<file path="src/rtl/rfb_pkg.sv">
package rfb_pkg;
  // Destination that one access resolves to.
  typedef enum logic [1:0] {
    TGT_NONE = 2'd0,
    TGT_RAM  = 2'd1,
    TGT_PTR  = 2'd2,
    TGT_STAT = 2'd3
  } tgt_e;
endpackage

</file>
<file path="src/rtl/rfb_resolve.sv">
module rfb_resolve
  import rfb_pkg::*;
#(
  parameter int LOC_W     = 7,
  parameter int DATA_W    = 8,
  parameter int BSEL_W    = 2,
  parameter int POP_BANKS = 2,
  parameter int PTR_LOC   = 4,
  parameter int STAT_LOC  = 3,
  parameter int RP_LO_BIT = 5,
  parameter int IRP_BIT   = 7
) (
  input  logic [LOC_W-1:0]  file_addr,
  input  logic [DATA_W-1:0] ptr_q,
  input  logic [DATA_W-1:0] stat_q,
  output tgt_e              tgt,
  output logic [BSEL_W-1:0] bank,
  output logic [LOC_W-1:0]  loc,
  output logic              self_ref,
  output logic              unpop
);
  localparam int EA_W = LOC_W + BSEL_W;

  // Direct path: bank bits of the status register above the opcode location.
  function automatic logic [EA_W-1:0] direct_ea(input logic [DATA_W-1:0] st,
                                                input logic [LOC_W-1:0] a);
    return {st[RP_LO_BIT +: BSEL_W], a};
  endfunction

  // Indirect path: one extra bank bit above the full pointer.
  function automatic logic [EA_W-1:0] indirect_ea(input logic [DATA_W-1:0] st,
                                                  input logic [DATA_W-1:0] p);
    return EA_W'({st[IRP_BIT], p});
  endfunction

  function automatic logic bank_populated(input logic [BSEL_W-1:0] b);
    return int'(b) < POP_BANKS;
  endfunction

  logic            via_ptr;
  logic [EA_W-1:0] ea;

  assign via_ptr = (file_addr == '0);
  assign ea      = via_ptr ? indirect_ea(stat_q, ptr_q) : direct_ea(stat_q, file_addr);
  assign bank    = ea[EA_W-1 -: BSEL_W];
  assign loc     = ea[LOC_W-1:0];

  always_comb begin
    self_ref = 1'b0;
    unpop    = 1'b0;
    if (loc == '0) begin
      tgt      = TGT_NONE;
      self_ref = 1'b1;
    end else if (loc == LOC_W'(STAT_LOC)) begin
      tgt = TGT_STAT;
    end else if (loc == LOC_W'(PTR_LOC)) begin
      tgt = TGT_PTR;
    end else if (bank_populated(bank)) begin
      tgt = TGT_RAM;
    end else begin
      tgt   = TGT_NONE;
      unpop = 1'b1;
    end
  end
endmodule

</file>
<file path="src/rtl/rfb_sfr.sv">
module rfb_sfr #(
  parameter int DATA_W = 8
) (
  input  logic              clk,
  input  logic              rst_n,
  input  logic              ptr_we,
  input  logic              stat_we,
  input  logic [DATA_W-1:0] wdata,
  output logic [DATA_W-1:0] ptr_q,
  output logic [DATA_W-1:0] stat_q
);
  always_ff @(posedge clk or negedge rst_n) begin
    if (!rst_n) begin
      ptr_q  <= '0;
      stat_q <= '0;
    end else begin
      if (ptr_we)  ptr_q  <= wdata;
      if (stat_we) stat_q <= wdata;
    end
  end
endmodule

</file>
<file path="src/rtl/rfb_ram.sv">
module rfb_ram #(
  parameter int LOC_W     = 7,
  parameter int DATA_W    = 8,
  parameter int BSEL_W    = 2,
  parameter int POP_BANKS = 2
) (
  input  logic              clk,
  input  logic              we,
  input  logic [BSEL_W-1:0] bank,
  input  logic [LOC_W-1:0]  loc,
  input  logic [DATA_W-1:0] wdata,
  output logic [DATA_W-1:0] rdata
);
  localparam int DEPTH = 1 << LOC_W;

  logic [DATA_W-1:0] bank_rd [POP_BANKS];

  for (genvar b = 0; b < POP_BANKS; b++) begin : g_bank
    logic [DATA_W-1:0] mem [DEPTH];
    always_ff @(posedge clk) begin
      if (we && bank == BSEL_W'(b)) mem[loc] <= wdata;
    end
    assign bank_rd[b] = mem[loc];
  end

  always_comb begin
    rdata = '0;
    for (int b = 0; b < POP_BANKS; b++) begin
      if (bank == BSEL_W'(b)) rdata = bank_rd[b];
    end
  end
endmodule

</file>
<file path="src/rtl/rfb_core.sv">
module rfb_core
  import rfb_pkg::*;
#(
  parameter int LOC_W     = 7,
  parameter int DATA_W    = 8,
  parameter int BSEL_W    = 2,
  parameter int POP_BANKS = 2,
  parameter int PTR_LOC   = 4,
  parameter int STAT_LOC  = 3,
  parameter int RP_LO_BIT = 5,
  parameter int IRP_BIT   = 7
) (
  input  logic              clk,
  input  logic              rst_n,
  input  logic [LOC_W-1:0]  file_addr,
  input  logic              rd_en,
  input  logic              wr_en,
  input  logic [DATA_W-1:0] wr_data,
  output logic [DATA_W-1:0] rd_data,
  output logic [DATA_W-1:0] ptr_o,
  output logic [DATA_W-1:0] status_o
);
  tgt_e              tgt;
  logic [BSEL_W-1:0] bank;
  logic [LOC_W-1:0]  loc;
  logic              self_ref;
  logic              unpop;
  logic              ram_we;
  logic              ptr_we;
  logic              stat_we;
  logic [DATA_W-1:0] ram_rd;
  logic [DATA_W-1:0] ptr_q;
  logic [DATA_W-1:0] stat_q;
  logic [DATA_W-1:0] sel_rd;

  rfb_resolve #(
    .LOC_W(LOC_W), .DATA_W(DATA_W), .BSEL_W(BSEL_W), .POP_BANKS(POP_BANKS),
    .PTR_LOC(PTR_LOC), .STAT_LOC(STAT_LOC), .RP_LO_BIT(RP_LO_BIT), .IRP_BIT(IRP_BIT)
  ) i_resolve (
    .file_addr (file_addr),
    .ptr_q     (ptr_q),
    .stat_q    (stat_q),
    .tgt       (tgt),
    .bank      (bank),
    .loc       (loc),
    .self_ref  (self_ref),
    .unpop     (unpop)
  );

  // Named write events, one per destination.
  assign ram_we  = wr_en && (tgt == TGT_RAM);
  assign ptr_we  = wr_en && (tgt == TGT_PTR);
  assign stat_we = wr_en && (tgt == TGT_STAT);

  rfb_sfr #(.DATA_W(DATA_W)) i_sfr (
    .clk     (clk),
    .rst_n   (rst_n),
    .ptr_we  (ptr_we),
    .stat_we (stat_we),
    .wdata   (wr_data),
    .ptr_q   (ptr_q),
    .stat_q  (stat_q)
  );

  rfb_ram #(
    .LOC_W(LOC_W), .DATA_W(DATA_W), .BSEL_W(BSEL_W), .POP_BANKS(POP_BANKS)
  ) i_ram (
    .clk   (clk),
    .we    (ram_we),
    .bank  (bank),
    .loc   (loc),
    .wdata (wr_data),
    .rdata (ram_rd)
  );

  always_comb begin
    unique case (tgt)
      TGT_RAM:  sel_rd = ram_rd;
      TGT_PTR:  sel_rd = ptr_q;
      TGT_STAT: sel_rd = stat_q;
      default:  sel_rd = '0;
    endcase
  end

  assign rd_data  = rd_en ? sel_rd : '0;
  assign ptr_o    = ptr_q;
  assign status_o = stat_q;
endmodule

</file>
<file path="config.mk">
export PLATFORM = sky130hd
export DESIGN_NAME = rfb_core
export DESIGN_NICKNAME = d
export VERILOG_FILES = /design/src/rtl/rfb_pkg.sv /design/src/rtl/rfb_resolve.sv /design/src/rtl/rfb_sfr.sv /design/src/rtl/rfb_ram.sv /design/src/rtl/rfb_core.sv
export SDC_FILE = /design/constraint.sdc
export NUM_CORES = 2
export LEC_CHECK = 0
export BUFFER_PORTS_ARGS = -buffer_cell sky130_fd_sc_hd__buf_2
export CAP_MARGIN = 20
export CORE_ASPECT_RATIO = 1.5
export CORE_MARGIN = 8
export CORE_UTILIZATION = 35
export DETAILED_ROUTE_END_ITERATION = 12
export PLACE_DENSITY = 0.59
export SYNTH_ARGS = -nofsm -noshare
export SYNTH_HDL_FRONTEND = slang
export SYNTH_HIERARCHICAL = 1
export SYNTH_SLANG_ARGS = --single-unit
</file>
<file path="constraint.sdc">
create_clock -name clk -period 4.3 [get_ports clk]
set_input_delay 0 -clock clk [delete_from_list [all_inputs] [get_ports clk]]
set_output_delay 0 -clock clk [all_outputs]
set_load 0.02 [all_outputs]
</file>
==> results.yml <==
outcome:
  status: "finished with violations"
  violations: "negative setup slack"
cts:
  cts-root-buf: "clkbuf_16"
  cts_buffer_depth: 4
  clk_pin_slew_worst_paths_ns: 0.07
  numCtsBuffers: 182
  cts-htree-levels: 4
  cts.sinks: 2064
  cts_tree: "yes"
  clkLatencyLatePin_ns: 0.83
finish:
  post-route-util_pct: 42.7
  seqCellArea_um2: 61900
  multi_input_area_um2: 17600
  layout_commonest_cell: "edfxtp_1"
  final_layout_size_suffix_gt1_share_pct: 28.1
  final_nets: 5497
  nFillCells: 20100
  area_delta_synth_final_pct: 21.7
  layout_common_cells: "edfxtp_1, buf_4, nor2_1"
worst_setup_path:
  path_class: "reg -> out"
  crit_required_ns: 4.30
  critPathCaptureType: "output port"
  crit_path_start_kind: "flop"
  arrival_ns: 4.71
  cp_max_fo: 6
job:
  drv_cap: 0
die:
  start_util_pct: 35.1
  row_count: 216
  die_w_um: 408
  pin_count: 43
  fp.dieH_um: 604
  core_um2: 230000
  die_area_um2: 247000
drt:
  wl_per_cell_um: 33.0
  vias: 51100
  first_pass_iters: 8
  drc: 0
  ant_nets: 0
  drt_iter0_markers: 6488
  viasPerCell: 5.90
  routed_wl_um: 286000
sta:
  hold_viol_final: 0
  relSlewSlack_pct: 26.6
  slew_violations: 0
  setup_slack_ns: -0.413
  holdWs_ns: 0.234
  fin_crit_sh_pct: 110
  rsz0062_at_grt: "yes"
  period_needed_ns: 4.71
  fmax_mhz: 212
  skew_ns: 0.0393
  finalSetupViolCount: 8
  tightestPinTransition_ns: 1.10
grt:
  top_usage_layer: "met2"
  grt_use_met3_pct: 3.43
  grt_pass1_wl_um: 394000
  grt_usage_pct: 22.1
  met2_usage_pct: 37.8
  grt_pass1_vias: 50500
  grt_antenna_before_repair: 6
  grt_start_max_net_pins: 151
  gr-usage-met1_pct: 24.8
  overflow: 0
power:
  power_leakage_nw: 32.1
  power_density_nw_per_um2: 428
  vdd_drop_max_v: 0.000350
placement:
  dp_hpwl_um: 183000
  gp_congestion: 0.930
  numPortBuffers: 42
synth:
  syn_area_um2: 80700
  syn_nets: 4718
  synth.avg_cell_area_um2: 17.2
  yosys_warnings: 6
  synthCells: 4699
worst_hold_path:
  hp-class: "in -> reg"
## final timing paths
check | slack (ns) | cells after the start | startpoint | to
min in group asynchronous | 0.32 | 3 | rst_n | i_sfr/stat_q[7]$_DFFE_PN0P_
worst max-delay path | -0.41 | 16 | i_sfr/ptr_q[2]$_DFFE_PN0P_ | rd_data[4]
worst min-delay path | 0.23 | 8 | file_addr[6] | i_sfr/ptr_q[7]$_DFFE_PN0P_
worst max register to register | 0.19 | 11 | i_sfr/ptr_q[3]$_DFFE_PN0P_ | i_ram/g_bank[1].mem[17][3]$_DFFE_PP_
max in group asynchronous | 3.49 | 3 | rst_n | i_sfr/stat_q[6]$_DFFE_PN0P_
worst min register to register | 0.57 | 1 | i_sfr/stat_q[0]$_DFFE_PN0P_ | i_sfr/stat_q[0]$_DFFE_PN0P_
## metal layers
| metal | wire length [um] | share of wire, % |
|---|---|---|
| met1 | 95400 | 33 |
| met2 | 140000 | 49 |
| met3 | 23400 | 8.2 |
| met4 | 26700 | 9.3 |
| met5 | 0 | 0 |
## state kept, by name, summed over array words and instances (netlist names)
register	cells
i_sfr/stat_q	8
i_ram/g_bank.mem	2048
i_sfr/ptr_q	8
## cell type report
cell class                      instances  area share [%]
Antenna cell                            5          0.0127
Multi-Input combinational cell       2269            18.0
Timing Repair Buffer                  952            9.20
Clock buffer                          224            4.93
Sequential cell                      2064            63.0
Tap cell                             3052            3.89
Inverter                                9          0.0599
Clock inverter                         89           0.914
## worst max-delay path, stage by stage (launching register included)
cell      delay (ns)
dfrtp_1         0.42
a21oi_4         0.22
inv_8           0.10
buf_12          0.14
nor2b_4         0.13
buf_12          0.14
buf_8           0.12
buf_8           0.12
a221o_1         0.33
a222oi_1        0.88
o22a_1          0.31
a41oi_4         0.18
o21ai_2         0.14
o311ai_4        0.16
mux2i_1         0.20
a211oi_2        0.10
buf_4           0.17
## through the flow
stage               total power (W)  instance area (um^2)  instances  setup WS, ns  setup TNS (ns)
CTS                          0.0421                 97700       8645        -0.488           -2.25
finish                       0.0421                 98200       8664        -0.413           -2.15
detailed placement           0.0258                 90000       8233        -0.491           -2.09
floorplan                    0.0239                 80700       4699         0.958               0
global route                 0.0429                 98200       8661        -0.395           -2.49
global placement             0.0257                 90000       8233        -0.530           -2.29
## timing repair
action | 4_1_cts | 5_1_grt
pin swaps | 50 | 52
endpoints found under the setup margin | 8 | 8
resized for setup | 164 | 64
hold buffers | 11 | 0
setup buffers | 83 | 14
endpoints found under the hold margin | 662 | 0
gates cloned | 9 | 2
## report_power, final
| part | total [W] | internal (W) | leakage, nW | switching, W |
|---|---|---|---|---|
| combinational | 0.00353 | 0.00123 | 10.7 | 0.00230 |
| sequential | 0.0222 | 0.0221 | 18.6 | 0.0000333 |
| clock | 0.0164 | 0.00906 | 2.78 | 0.00731 |
No activity file was read; power rests on OpenSTA's default activity.
